## src/rtl/svld_pkg.sv

```systemverilog
// Package: shared constants and types for the timestamp validator.
// Assumes: the window is always three samples deep (a rule of the function, not a tuning knob).
package svld_pkg;

    localparam int WIN_LEN = 3;
    localparam int MID_IDX = 1;

    typedef enum logic [1:0] {
        ST_IDLE  = 2'd0,
        ST_FILL  = 2'd1,
        ST_JUDGE = 2'd2
    } vstate_e;

endpackage

```

## src/rtl/svld_window.sv

```systemverilog
// Module: sample window, a shift register of WIN_LEN counter samples.
// Index 0 is the oldest sample and index WIN_LEN-1 the newest.
// Assumes: shift is asserted only in cycles where a new sample is wanted.
module svld_window #(
    parameter int W       = 64,
    parameter int WIN_LEN = 3
) (
    input  logic                          clk,
    input  logic                          rst_n,
    input  logic                          shift,
    input  logic [W-1:0]                  din,
    output logic [WIN_LEN-1:0][W-1:0]     taps
);

    localparam int NEWEST = WIN_LEN - 1;

    for (genvar g = 0; g < WIN_LEN; g++) begin : g_stage
        // Each stage takes the next newer stage; the newest stage takes the raw input.
        always_ff @(posedge clk) begin
            if (!rst_n) begin
                taps[g] <= '0;
            end else if (shift) begin
                if (g == NEWEST) begin
                    taps[g] <= din;
                end else begin
                    taps[g] <= taps[(g == NEWEST) ? g : g + 1];
                end
            end
        end
    end


    shift_takes_input_chk: assert property (@(posedge clk) disable iff (!rst_n)
        shift |=> (taps[NEWEST] == $past(din)));

endmodule

```

## src/rtl/svld_judge.sv

```systemverilog
// Module: window judge. Reports ok when every sample is strictly below its newer neighbour.
// Strict ordering also makes all samples distinct. The comparison is unsigned on the full width.
// Assumes: taps come from svld_window, with index 0 the oldest.
module svld_judge #(
    parameter int W       = 64,
    parameter int WIN_LEN = 3
) (
    input  logic [WIN_LEN-1:0][W-1:0] taps,
    output logic                      ok
);

    localparam int PAIRS = WIN_LEN - 1;

    logic [PAIRS-1:0] rising;

    for (genvar g = 0; g < PAIRS; g++) begin : g_pair
        // Compare one adjacent pair of samples.
        always_comb rising[g] = (taps[g] < taps[g+1]);
    end

    // The window passes only if every adjacent pair rises.
    always_comb ok = &rising;

endmodule

```

## src/rtl/svld_retry.sv

```systemverilog
// Module: retry counter. Counts failed judgments of the current request.
// last is high while the next failure would be the final allowed one.
// Assumes: clr and inc are never asserted in the same cycle.
module svld_retry #(
    parameter int MAX = 16
) (
    input  logic clk,
    input  logic rst_n,
    input  logic clr,
    input  logic inc,
    output logic last
);

    localparam int CW = (MAX < 2) ? 1 : $clog2(MAX + 1);
    localparam logic [CW-1:0] LAST_VAL = CW'(MAX - 1);

    logic [CW-1:0] cnt_q;

    // Clear on a new request; advance on each non-final failure.
    always_ff @(posedge clk) begin
        if (!rst_n || clr) begin
            cnt_q <= '0;
        end else if (inc) begin
            cnt_q <= cnt_q + 1'b1;
        end
    end

    // Flag the final allowed judgment.
    always_comb last = (cnt_q == LAST_VAL);


    retry_bound_chk: assert property (@(posedge clk) disable iff (!rst_n)
        cnt_q < CW'(MAX));

endmodule

```

## src/rtl/stamp_validator.sv

```systemverilog
// Module: top of the glitch-filtering timestamp sampler.
// On an accepted request it fills a three-sample window, then judges it once per cycle,
// sliding by one fresh sample after each failure, up to RETRY_MAX judgments.
// Assumes: cnt_raw is already synchronous to clk; RETRY_MAX >= 1.
module stamp_validator #(
    parameter int CNT_W     = 64,
    parameter int RETRY_MAX = 16
) (
    input  logic             clk,
    input  logic             rst_n,
    input  logic [CNT_W-1:0] cnt_raw,
    input  logic             req,
    output logic             rdy,
    output logic             vld,
    output logic [CNT_W-1:0] stamp,
    output logic             err
);

    import svld_pkg::*;

    localparam logic [1:0] FILL_DONE = 2'(WIN_LEN - 1);

    vstate_e                         state_q;
    logic [1:0]                      fill_q;
    logic [WIN_LEN-1:0][CNT_W-1:0]   taps;
    logic                            win_ok;
    logic                            ret_last;
    logic                            accept;
    logic                            judging;
    logic                            slide;
    logic                            win_shift;

    // Derive the handshake and datapath controls from the state.
    always_comb begin
        rdy       = (state_q == ST_IDLE);
        accept    = req && rdy;
        judging   = (state_q == ST_JUDGE);
        slide     = judging && !win_ok && !ret_last;
        win_shift = accept || (state_q == ST_FILL) || slide;
    end

    svld_window #(.W(CNT_W), .WIN_LEN(WIN_LEN)) i_window (
        .clk   (clk),
        .rst_n (rst_n),
        .shift (win_shift),
        .din   (cnt_raw),
        .taps  (taps)
    );

    svld_judge #(.W(CNT_W), .WIN_LEN(WIN_LEN)) i_judge (
        .taps (taps),
        .ok   (win_ok)
    );

    svld_retry #(.MAX(RETRY_MAX)) i_retry (
        .clk   (clk),
        .rst_n (rst_n),
        .clr   (accept),
        .inc   (slide),
        .last  (ret_last)
    );

    // Sequence idle, fill and judge, and register the result strobe.
    always_ff @(posedge clk) begin
        if (!rst_n) begin
            state_q <= ST_IDLE;
            fill_q  <= '0;
            vld     <= 1'b0;
            err     <= 1'b0;
            stamp   <= '0;
        end else begin
            vld <= 1'b0;
            err <= 1'b0;
            case (state_q)
                ST_IDLE: begin
                    if (accept) begin
                        fill_q  <= 2'd1;
                        state_q <= ST_FILL;
                    end
                end
                ST_FILL: begin
                    fill_q <= fill_q + 2'd1;
                    if (fill_q == FILL_DONE) begin
                        state_q <= ST_JUDGE;
                    end
                end
                ST_JUDGE: begin
                    if (win_ok || ret_last) begin
                        vld     <= 1'b1;
                        err     <= !win_ok;
                        stamp   <= taps[MID_IDX];
                        state_q <= ST_IDLE;
                    end
                end
                default: state_q <= ST_IDLE;
            endcase
        end
    end


    err_with_vld_chk: assert property (@(posedge clk) disable iff (!rst_n)
        err |-> vld);


    vld_pulse_chk: assert property (@(posedge clk) disable iff (!rst_n)
        vld |=> !vld);


    busy_after_accept_chk: assert property (@(posedge clk) disable iff (!rst_n)
        (req && rdy) |=> !rdy);


    stamp_inside_chk: assert property (@(posedge clk) disable iff (!rst_n)
        (vld && !err) |-> ((stamp > $past(taps[0])) && (stamp < $past(taps[WIN_LEN-1]))));

endmodule

```

## config.mk

```make
export PLATFORM = sky130hd
export DESIGN_NAME = stamp_validator
export DESIGN_NICKNAME = d
export VERILOG_FILES = /design/src/rtl/svld_pkg.sv /design/src/rtl/svld_window.sv /design/src/rtl/svld_judge.sv /design/src/rtl/svld_retry.sv /design/src/rtl/stamp_validator.sv
export SDC_FILE = /design/constraint.sdc
export NUM_CORES = 1
export LEC_CHECK = 0
export BUFFER_PORTS_ARGS = -buffer_cell sky130_fd_sc_hd__buf_2
export CAP_MARGIN = 20
export CORE_UTILIZATION = 55
export DETAILED_ROUTE_END_ITERATION = 10
export GPL_TIMING_DRIVEN = 0
export PLACE_DENSITY = 0.81
export SYNTH_ARGS = -nofsm -noshare
export SYNTH_HDL_FRONTEND = slang
export SYNTH_HIERARCHICAL = 1
export SYNTH_SLANG_ARGS = --single-unit
```

## constraint.sdc

```tcl
create_clock -name clk -period 6.61 [get_ports clk]
set_input_delay 0.3305 -clock clk [delete_from_list [all_inputs] [get_ports clk]]
set_output_delay 0.3305 -clock clk [all_outputs]
set_load 0.02 [all_outputs]
```

==> impl_metrics.ini <==
[outcome]
status = finished clean

[timing]
grt_setup_unrepaired = no
finalWorstPathRequiredPeriod_ns = 3.76
tightestPinTransition_ns = 0.642
slew-limit-headroom_pct = 57.2
finalSetupViolations = 0
final_setup_margin_ns = 2.85
min_period_over_period_pct = 56.9
fin_setup_tns_ns = 0
final-max-slew-violation-count = 0
timing_hold_violations_final = 0
max_clock_freq_ghz = 0.266
final_setup_skew_ns = 0.0232

[logic_synthesis]
netlist_instances = 1400
netlist_area_sq_um = 13700
dominantRegCellSynth = dfxtp_1
synth_cell_type_count = 49
syn_area_per_cell_sq_um = 9.81
yosysWarningCount = 6
ys_async_sr_fraction_pct = 0
sequential_element_share_of_the_synthesized_area_pct = 38.9
synth-seq-cells = 267
number_of_flops_mapped_to_enable_cells_by_yosys = 0
net_count_after_synthesis = 1596

[worst_setup_path]
critical_path.endpoint = i_window/taps[178]
cp-startpoint = i_window/taps[91]
worst_r2r_startpoint = i_window/taps[91]
worstSetupPathDepth = 16
critPathCaptureType = flip-flop
worst_setup_sp_type = flip-flop
worst_path_max_delay_cell = a221oi_1
cp.arrival_ns = 4.18
worst-setup-path-type = flip-flop to flip-flop
crit_path_max_fanout = 10
path_cells = inv_1, ha_1, a21oi_1, o21ai_0, a221oi_1, o32ai_1, a2111oi_2, nand4b_1, a31oi_1, or3_1, o21ai_0, buf_4, buf_12, buf_12, mux2i_1, nor2b_1
r2r_slack_ns = 2.85
rr_worst_depth = 16
timing.rr.end = i_window/taps[178]
critical_path.max_stage_delay_ns = 0.55
cp.required_ns = 7.03
worst_path_top_cell_family_by_delay = compound AO/OA/AOI/OAI gates
cp.buffers_inverters = 4

[pwr]
max-vdd-ir-drop_mv = 0.233
p_switching_uw = 991
p_leak_uw = 0.00722
seq_power_share_pct = 44.4
finalPower_uw = 3910
combPwrFrac_pct = 13.7
p_per_area_nw_per_um2 = 248
internal_power_uw = 2920
clkPwrFrac_pct = 41.9
switching_share_pct = 25.3

[detailed_routing]
detailedRoute.firstIterationViolations = 492
drt-wirelength-per-cell_microns = 15.1
routed_wirelength_mm = 28.9
detail_route.drc_violations = 0
ant_nets = 0
first_pass_iters = 4
viasPerCell = 5.15
via_count_of_the_routed_design = 9840

[global_route]
grt_pass1_vias = 9709
globalRoute.totalOverflow = 0
grt_start_max_net_pins = 15
antenna_found_initial = 1
global_route_wire_length_before_repair_mm = 47.5
groute.usage.overall_pct = 22.5

[clocking]
cts_root_buffer = clkbuf_16
cts_repair_resizes = 0
clock_insertion_delay_worst_skew_ns = 0.55
cts_setup_buffers = 0
tritoncts_clock_tree = built
cts_made_buffers = 29
worst_setup_hold_path_clk_slew_ns = 0.06
h-tree-depth = 1
post_cts_hold_buffer_count = 0
clock_sinks = 267
clock_buffer_depth = 3

[floorplan]
die_height_microns = 160
floorplan.initialDensity_pct = 56.3
rows = 57
floorplan.core_area_sq_um = 24400
die_x_microns = 160
io_pins = 134
dieArea_sq_um = 25600

[min_path]
holdPathStages = 3
hp-class = primary input to flip-flop

[layout]
final_common_cell = dfxtp_1
fin_nets = 1760
antenna_cells_inserted = 0
layout-drive-gt1-share_pct = 14.4
finalInstanceArea_sq_um = 15800
fill_cells = 1953
syn_to_layout_area_delta_pct = 14.9
most_frequent_cells_in_the_layout = dfxtp_1 (267), mux2i_1 (258), nor2b_1 (194)

[job]
cap_violations = 0

[placed_design]
place.gp.congestion = 0.823
buffer_ports.inserted = 133
hpwlAfterDp_mm = 21.3
pre_cts_slack_ns = 2.90
standard_cell_area_after_detailed_placement_sq_um = 14800
## worst min path at each step
stage                         endpoint  slack (ns)         from
floorplan                    fill_q[1]        0.44    fill_q[1]
global placement             stamp[20]        0.44    stamp[20]
detailed placement           stamp[58]        0.45    stamp[58]
CTS                 i_window/taps[149]        0.02  cnt_raw[21]
global route        i_window/taps[140]        0.04  cnt_raw[12]
finish              i_window/taps[149]        0.03  cnt_raw[21]
## per-stage QoR
step / hold WS [ns] / cells / util, %
final: 0.0342 / 1909 / 64.7
after global routing: 0.0365 / 1909 / 64.7
after CTS: 0.0202 / 1909 / 64.7
after detailed placement: 0.446 / 1857 / 60.7
after global placement: 0.441 / 1857 / 60.7
after floorplan: 0.440 / 1400 / -
## power by group through the flow
stage / clock network [uW] / logic (uW) / registers, uW
6_report: 1640 / 538 / 1740
5_1_grt: 1740 / 598 / 1740
4_1_cts: 1660 / 542 / 1740
3_5_place_dp: 0 / 537 / 1770
3_3_place_gp: 0 / 520 / 1770
2_1_floorplan: 0 / 417 / 1750
## cells by family after synthesis
group           Yosys count  share of synthesized area [%]
buf+inv                 195                           8.57
compound gates          104                           4.82
flops                   267                           38.9
xor+xnor                  1                         0.0638
fa+ha+maj               129                           11.8
mux                     258                           18.8
simple gates            446                           17.1
## final cells by class
| class | count | area, sq um | share of cell area [%] |
|---|---|---|---|
| Buffer | 66 | 693 | 4.39 |
| Multi-Input combinational cell | 938 | 7210 | 45.7 |
| Tap cell | 324 | 405 | 2.57 |
| Sequential cell | 267 | 5350 | 33.9 |
| Inverter | 129 | 484 | 3.07 |
| Timing Repair Buffer | 133 | 666 | 4.22 |
| Clock buffer | 39 | 823 | 5.22 |
| Clock inverter | 13 | 148 | 0.936 |
## registers in the layout, summed over array words and instances, names as in the netlist
register and count:
vld 1, err 1, i_retry/cnt_q 5, stamp 64, i_window/taps 192, fill_q 2, state_q 2
## synth_stat cells (3+ instances only)
library cell | number | share of area (%)
and4_1 | 5 | 0.32
buf_4 | 3 | 0.16
dfxtp_1 | 267 | 39
o21a_1 | 4 | 0.22
a221oi_1 | 5 | 0.32
inv_1 | 129 | 3.5
o21ai_0 | 19 | 0.69
mux2i_1 | 258 | 19
nand2_1 | 170 | 4.6
a21o_1 | 4 | 0.22
buf_2 | 9 | 0.33
nor2b_1 | 194 | 8.8
a21oi_1 | 47 | 1.7
a211oi_1 | 8 | 0.44
nand3_1 | 13 | 0.47
nand2b_1 | 4 | 0.18
buf_12 | 26 | 3.8
and3_1 | 3 | 0.14
nor2_1 | 17 | 0.46
nand4_1 | 16 | 0.73
clkbuf_1 | 28 | 0.77
nand3b_1 | 3 | 0.16
nor3_1 | 9 | 0.33
ha_1 | 129 | 12
## worst reg2reg max path, stage by stage, from the launching register on
cell	delay, ns
dfxtp_1	0.41
inv_1	0.08
ha_1	0.30
a21oi_1	0.16
o21ai_0	0.13
a221oi_1	0.55
o32ai_1	0.20
a2111oi_2	0.29
nand4b_1	0.14
a31oi_1	0.27
or3_1	0.22
o21ai_0	0.11
buf_4	0.18
buf_12	0.18
buf_12	0.17
mux2i_1	0.17
nor2b_1	0.07
## routing by layer
layer	share of wire [%]	vias to the layer above	GRT usage, %
met2	47	160	38.4
met3	3.6	40	3.40
li1	-	5028	-
met5	0.045	-	0
met4	2.1	2	6.23
met1	47	4610	29.3
Note: power is estimated with default switching activity, not from simulation.
